==> src/rtl/dxb_pkg.sv <==
package dxb_pkg;
  localparam int DXB_ENTRIES    = 32;
  localparam int DXB_VA_W       = 43;
  localparam int DXB_PA_W       = 34;
  localparam int DXB_BASE_SHIFT = 13;
  localparam int DXB_SHIFT_STEP = 3;

  typedef enum logic [1:0] {
    PG_8K   = 2'b00,
    PG_64K  = 2'b01,
    PG_512K = 2'b10,
    PG_4M   = 2'b11
  } pgsz_e;

  // extra offset bits above the smallest page for a size code
  function automatic int extra_bits(pgsz_e sz, int step);
    return step * int'(sz);
  endfunction
endpackage

==> src/rtl/dxb_entry.sv <==
module dxb_entry
  import dxb_pkg::*;
#(
  parameter int VA_W       = DXB_VA_W,
  parameter int PA_W       = DXB_PA_W,
  parameter int BASE_SHIFT = DXB_BASE_SHIFT,
  parameter int SHIFT_STEP = DXB_SHIFT_STEP
) (
  input  logic                       clk,
  input  logic                       rst_n,
  input  logic                       clr,
  input  logic                       wr_en,
  input  logic [VA_W-BASE_SHIFT-1:0] wr_tag,
  input  logic [PA_W-BASE_SHIFT-1:0] wr_frame,
  input  pgsz_e                      wr_size,
  input  logic                       wr_rd,
  input  logic                       wr_wr,
  input  logic [VA_W-1:0]            lk_va,
  output logic                       match,
  output logic                       rd_ok,
  output logic                       wr_ok,
  output logic [PA_W-1:0]            pa
);
  localparam int TAG_W = VA_W - BASE_SHIFT;
  localparam int FRM_W = PA_W - BASE_SHIFT;

  logic             valid_q;
  logic [TAG_W-1:0] tag_q;
  logic [FRM_W-1:0] frm_q;
  pgsz_e            size_q;
  logic             rd_q;
  logic             wr_q;

  always_ff @(posedge clk or negedge rst_n) begin
    if (!rst_n) begin
      valid_q <= 1'b0;
      tag_q   <= '0;
      frm_q   <= '0;
      size_q  <= PG_8K;
      rd_q    <= 1'b0;
      wr_q    <= 1'b0;
    end else if (clr) begin
      valid_q <= 1'b0;
    end else if (wr_en) begin
      valid_q <= 1'b1;
      tag_q   <= wr_tag;
      frm_q   <= wr_frame;
      size_q  <= wr_size;
      rd_q    <= wr_rd;
      wr_q    <= wr_wr;
    end
  end

  int               low_bits;
  logic             differs;
  logic [FRM_W-1:0] pa_hi;

  always_comb begin
    low_bits = extra_bits(size_q, SHIFT_STEP);
    differs  = 1'b0;
    for (int i = 0; i < TAG_W; i++) begin
      if (i >= low_bits && tag_q[i] != lk_va[BASE_SHIFT+i]) differs = 1'b1;
    end
    for (int k = 0; k < FRM_W; k++) begin
      pa_hi[k] = (k < low_bits) ? lk_va[BASE_SHIFT+k] : frm_q[k];
    end
  end

  assign match = valid_q && !differs;
  assign rd_ok = rd_q;
  assign wr_ok = wr_q;
  assign pa    = {pa_hi, lk_va[BASE_SHIFT-1:0]};
endmodule

==> src/rtl/dxb_pick.sv <==
module dxb_pick #(
  parameter int N    = 32,
  parameter int PA_W = 34
) (
  input  logic [N-1:0]           match,
  input  logic [N-1:0]           rd_ok,
  input  logic [N-1:0]           wr_ok,
  input  logic [N-1:0][PA_W-1:0] pa,
  output logic                   any,
  output logic                   sel_rd,
  output logic                   sel_wr,
  output logic [PA_W-1:0]        sel_pa
);
  // scan downward so the lowest matching index is the last to write
  always_comb begin
    any    = 1'b0;
    sel_rd = 1'b0;
    sel_wr = 1'b0;
    sel_pa = '0;
    for (int i = N - 1; i >= 0; i--) begin
      if (match[i]) begin
        any    = 1'b1;
        sel_rd = rd_ok[i];
        sel_wr = wr_ok[i];
        sel_pa = pa[i];
      end
    end
  end
endmodule

==> src/rtl/dxb_rr_ptr.sv <==
module dxb_rr_ptr #(
  parameter int N     = 32,
  parameter int PTR_W = $clog2(N)
) (
  input  logic             clk,
  input  logic             rst_n,
  input  logic             adv,
  output logic [PTR_W-1:0] ptr
);
  localparam logic [PTR_W-1:0] LAST = PTR_W'(N - 1);

  always_ff @(posedge clk or negedge rst_n) begin
    if (!rst_n)        ptr <= '0;
    else if (adv)      ptr <= (ptr == LAST) ? '0 : ptr + 1'b1;
  end
endmodule

==> src/rtl/data_xlate_buf.sv <==
module data_xlate_buf
  import dxb_pkg::*;
#(
  parameter int ENTRIES    = DXB_ENTRIES,
  parameter int VA_W       = DXB_VA_W,
  parameter int PA_W       = DXB_PA_W,
  parameter int BASE_SHIFT = DXB_BASE_SHIFT,
  parameter int SHIFT_STEP = DXB_SHIFT_STEP
) (
  input  logic                       clk,
  input  logic                       rst_n,
  input  logic                       inv_all,
  input  logic                       lk_valid,
  output logic                       lk_ready,
  input  logic [VA_W-1:0]            lk_va,
  input  logic                       lk_write,
  output logic                       res_valid,
  output logic                       res_hit,
  output logic                       res_miss,
  output logic                       res_fault,
  output logic [PA_W-1:0]            res_pa,
  input  logic                       fill_valid,
  output logic                       fill_ready,
  input  logic [VA_W-BASE_SHIFT-1:0] fill_vpn,
  input  logic [PA_W-BASE_SHIFT-1:0] fill_pfn,
  input  logic [1:0]                 fill_size,
  input  logic                       fill_rd_ok,
  input  logic                       fill_wr_ok
);
  localparam int PTR_W = $clog2(ENTRIES);

  logic [PTR_W-1:0]             fill_ptr;
  logic                         fill_fire;
  logic [ENTRIES-1:0]           e_match, e_rd, e_wr;
  logic [ENTRIES-1:0][PA_W-1:0] e_pa;
  logic                         any_match, sel_rd, sel_wr;
  logic [PA_W-1:0]              sel_pa;
  logic                         allowed;

  assign lk_ready   = !inv_all;
  assign fill_ready = !inv_all;
  assign fill_fire  = fill_valid && fill_ready;

  dxb_rr_ptr #(.N(ENTRIES), .PTR_W(PTR_W)) u_ptr (
    .clk(clk), .rst_n(rst_n), .adv(fill_fire), .ptr(fill_ptr)
  );

  for (genvar g = 0; g < ENTRIES; g++) begin : g_ent
    dxb_entry #(
      .VA_W(VA_W), .PA_W(PA_W), .BASE_SHIFT(BASE_SHIFT), .SHIFT_STEP(SHIFT_STEP)
    ) u_ent (
      .clk      (clk),
      .rst_n    (rst_n),
      .clr      (inv_all),
      .wr_en    (fill_fire && (fill_ptr == PTR_W'(g))),
      .wr_tag   (fill_vpn),
      .wr_frame (fill_pfn),
      .wr_size  (pgsz_e'(fill_size)),
      .wr_rd    (fill_rd_ok),
      .wr_wr    (fill_wr_ok),
      .lk_va    (lk_va),
      .match    (e_match[g]),
      .rd_ok    (e_rd[g]),
      .wr_ok    (e_wr[g]),
      .pa       (e_pa[g])
    );
  end

  dxb_pick #(.N(ENTRIES), .PA_W(PA_W)) u_pick (
    .match(e_match), .rd_ok(e_rd), .wr_ok(e_wr), .pa(e_pa),
    .any(any_match), .sel_rd(sel_rd), .sel_wr(sel_wr), .sel_pa(sel_pa)
  );

  assign allowed   = lk_write ? sel_wr : sel_rd;
  assign res_valid = lk_valid && lk_ready;
  assign res_hit   = res_valid && any_match && allowed;
  assign res_fault = res_valid && any_match && !allowed;
  assign res_miss  = res_valid && !any_match;
  assign res_pa    = res_hit ? sel_pa : '0;
endmodule

==> config.mk <==
export PLATFORM = sky130hd
export DESIGN_NAME = data_xlate_buf
export DESIGN_NICKNAME = d
export VERILOG_FILES = /design/src/rtl/dxb_pkg.sv /design/src/rtl/dxb_entry.sv /design/src/rtl/dxb_pick.sv /design/src/rtl/dxb_rr_ptr.sv /design/src/rtl/data_xlate_buf.sv
export SDC_FILE = /design/constraint.sdc
export NUM_CORES = 2
export LEC_CHECK = 0
export ABC_AREA = 1
export BUFFER_PORTS_ARGS = -buffer_cell sky130_fd_sc_hd__buf_2
export CORE_MARGIN = 3
export CORE_UTILIZATION = 66
export DETAILED_ROUTE_END_ITERATION = 10
export PLACE_DENSITY = 0.83
export REMOVE_ABC_BUFFERS = 1
export SYNTH_ARGS = -nofsm -noshare
export SYNTH_HDL_FRONTEND = slang
export SYNTH_SLANG_ARGS = --single-unit
==> constraint.sdc <==
create_clock -name clk -period 7.9 [get_ports clk]
set_clock_uncertainty 0.15 [all_clocks]
set_input_delay 1.185 -clock clk [delete_from_list [all_inputs] [get_ports clk]]
set_output_delay 1.185 -clock clk [all_outputs]
set_load 0.03 [all_outputs]
==> results.md <==
- The run finished, with violations left.
- The checks that failed: max-capacitance violations, max-slew violations.
- The highest ir drop seen on vdd is approximately 0.25 mV.
- In this run the number of cells on the critical path is 34.
- Compared with the post-synthesis result, the final layout area differs by 9.19%.
- In this design, the stage delay of the slowest critical-path cell is approximately 0.9 ns.
- The worst path needs around 7.7 ns of the cycle, external delays included.
- For this design the static power due to leakage is 50.3 nW.
- For the worst setup path, the data required time is roughly 6.6 ns.
- In this run the worst setup path begins at lk_va[25].
- Together, buffers and inverters on the worst path number 4.
- Once detail routing completed, the nets flagged for antenna violations numbered 0.
- Among all cell types in the netlist, the one instantiated most often is nand2_1.
- Of all nets on the critical path, the largest fanout is 34.
- The detail-routed via count per cell is between 6 and 7.
- The detailed-routing iteration count for the pre-antenna-repair pass is 9.
- Sorting the synthesized cells by how often they occur yields nand2_1 (4109), o21ai_0 (2454), dfrtp_1 (1797), inv_1 (927), clkbuf_1 (637).
- The critical path class is input pin to output port.
- In this run the tightest slew margin relative to its limit is -9.77%.
- Across all layers, the routed design uses between 80k and 90k vias.
- The layer with the highest usage after global routing is met2.
- The vertical die dimension is ~390 um.
- Of the post-synthesis cell area, the dominant cell type holds 47.2%.
- The max-slew violation count is 2.
- The wire length after detailed routing is ~340000 um.
- The initial antenna violation count is 15.
- The endpoint of the worst setup timing path is res_pa[16].
- The worst min-delay path class is input pin to async pin.
- The H-tree level count is 4.
- The routed length per placed instance is 24.0 um.
- The register-to-register setup slack is approximately 4.8 ns.
- The violation count after the first detailed-routing iteration is around 12k.
- The most frequent cell on the critical path is nand2_1.
- The flip-flop and latch count after synthesis is about 1.8k.
- For this run, the top clock speed supported by timing is around 130 MHz.
- For the final routed database, the setup TNS stands at 0 ns.
- Excluding fillers, the count of instances in the completed layout stands at approximately 14k.
- The met1 usage in global routing is slightly above 60%.
- The cell count of the worst reg-to-reg path is 7.
- The initialized floorplan defines between 100 and 150 standard-cell rows.
- After synthesis, the mean cell area works out to around 7.7 um2.
- The tightest hold margin is between 0.2 and 0.25 ns.
- The power consumption is around 33 mW.
- The transition time of the tightest slew-check pin is ~1.6 ns.
- The most used flip-flop cell after synthesis is dfrtp_1.
- In the routed design, unresolved DRC markers number 0.
- The post-placement cell count is approximately 14k.
- The worst register-to-register path ends at g_ent[10].u_ent.frm_q[15].
- The first-pass GRT wire length is 509000 um.
- Dividing total power by cell area gives a power density of around 320 nW/um2.
- In this run, synthesis inferred 0 flip-flops with an integrated enable.
- The number of distinct library cells after synthesis is 65.
- In this run the critical register-to-register path is launched from u_ptr.ptr[0].
- Sorting the synthesized cells by area gives the leading types as dfrtp_1 (47%), nand2_1 (16%), o21ai_0 (13%).
- The number of failing setup endpoints in the final timing report is 0.
- The number of global-route vias before repair is 83.7k.
- Global routing used between 10% and 20% of the available met3 tracks.
- The die is 386 um wide.
- The post-cts hold buffer count is 0.
- STA puts the critical path data arrival time at 6.37 ns.
- The number of nets in the layout is around 12k.
- For this run, asynchronously set or reset flops after synthesis account for 100%.
- The area of the die is ~150000 um2.
- The largest individual stage delay along the critical path comes from the cell a2111oi_0.
- Across every metal layer, demand over resource in global routing totals between 40 and 50%.
- The final cycle utilization of the critical path is a little over nine tenths.
- The clock latency reported for the late side of the worst-skew pair is roughly 0.82 ns.
- The critical path startpoint category is an input pin.
- The area of the core region is roughly 140000 um2.
- The share of layout cells above drive strength 1 is between 8 and 9%.
- The yosys synthesis warning count is 0.
- In this run the deepest clock path goes through 3 buffers.
- The fraction of the yosys area taken by sequential cells is 47.2%.
- The wire-length estimate of the detail-placed layout is 220000 um.
- Among cell families on the critical path, the largest total delay comes from simple AND/OR/NAND/NOR gates.
- The last weighted congestion value of the routability-driven placer is between 0.9 and 1.
- The quantity of I/O buffers inserted on ports is 143.
- The post-synthesis cell type with the largest combined area is dfrtp_1.
- The clock slew at the register clock pins of the worst setup and hold paths is 0.06 ns.
- Buffers inserted during clock tree synthesis total 187.
- Global routing consumed, on the met2 layer, 65.1% of the routing resources.
- The type of destination of the critical path is an output port.
- The cell count after synthesis is 12.3k.
- During I/O placement, the number of pins put on the boundary was roughly 140.
- TritonCTS built the clock tree.
- Once the floorplan was initialized, standard cells occupied around 67% of the core.
- The cell at the root of the clock tree is clkbuf_16.
- The post-synthesis cell area is between 90000 and 100000 um2.
- The count of endpoints failing hold in the final timing report is 0.
- The number of clock sinks is 1797.
- The total grt overflow is 0.
- At the end of the flow the core is filled with cells to around three quarters.
- Max-cap violations in this run came to 1.
- The largest net degree at the start of global routing is 176.
-- logic make-up after synthesis --
logic type	synth area share, %
and+or+nand+nor	20.3
AOI/OAI and AO/OA	17.7
buffers and inverters	7.60
DFF	47.2
xor gates and xnor gates	3.57
adders and majority gates	3.01
muxes	0.622
-- sequential cells by signal, summed over array words and instances, names as in the netlist --
| register | cells |
|---|---|
| g_ent.u_ent.rd_ok | 32 |
| g_ent.u_ent.size_q | 64 |
| g_ent.u_ent.wr_ok | 32 |
| g_ent.u_ent.tag_q | 960 |
| u_ptr.ptr | 5 |
| g_ent.u_ent.valid_q | 32 |
| g_ent.u_ent.frm_q | 672 |
-- placed cells by master (no fill, tap or decap), types with 33 or more instances in the layout --
cell type	instances
o21ai_0	2445
dfrtp_1	1797
a221oi_1	63
inv_1	902
buf_2	140
xnor2_1	235
o31ai_1	105
o22ai_1	107
a21oi_1	103
o211ai_1	72
ha_1	225
xor2_1	153
clkbuf_16	189
a22o_1	42
clkbuf_8	50
nor4_1	57
nor2_1	448
or2_2	105
clkinv_2	33
nand2_1	4072
nand3_1	140
buf_4	280
inv_2	41
-- power by group --
group	leakage, nW	switching [mW]	total (mW)	internal (mW)
sequential	24.1	2.47	15.0	12.6
combinational	23.2	5.59	9.01	3.42
clock	3.11	3.89	9.14	5.25
-- area by class of cell --
type | instances | area [um2]
fill | 11050 | 38400
inverter | 954 | 3590
clock buffer | 266 | 5520
tap | 1890 | 2360
multi-input combinational | 8701 | 43400
antenna | 11 | 27.5
timing repair buffer | 449 | 3380
sequential | 1797 | 45000
clock inverter | 69 | 793
-- through the flow --
stage | setup slack [ns] | area [um2]
CTS | 0.0237 | 104000
global route | -0.0120 | 104000
finish | 0.198 | 104000
global placement | 0.116 | 97600
detailed placement | 0.283 | 97600
floorplan | 0.978 | 91600
-- per-layer routing --
metal,wire length [um],vias to the layer above,part of all wire (%)
li1,-,39285,-
met1,127000,41651,37
met2,141000,6118,41
met3,48900,1409,14
met4,22500,18,6.6
met5,117,-,0.034
-- how the worst min path moves through the flow --
| stage | cells past startpoint | from | endpoint | slack, ns |
|---|---|---|---|---|
| 4_1_cts | 1 | rst_n | g_ent[27].u_ent.frm_q[0] | 0.29 |
| 3_3_place_gp | 2 | g_ent[18].u_ent.valid_q | g_ent[18].u_ent.valid_q | 0.31 |
| 6_report | 1 | rst_n | g_ent[27].u_ent.frm_q[0] | 0.21 |
| 2_1_floorplan | 2 | g_ent[12].u_ent.valid_q | g_ent[12].u_ent.valid_q | 0.29 |
| 3_5_place_dp | 2 | g_ent[18].u_ent.valid_q | g_ent[18].u_ent.valid_q | 0.31 |
| 5_1_grt | 1 | rst_n | g_ent[27].u_ent.frm_q[0] | 0.26 |
-- repair_timing --
item	4_1_cts	5_1_grt
setup endpoints to repair	36	36
resized for setup	4	35
pin swaps	0	1
buffers inserted	0	1
Power figures use the tool's default switching activity.
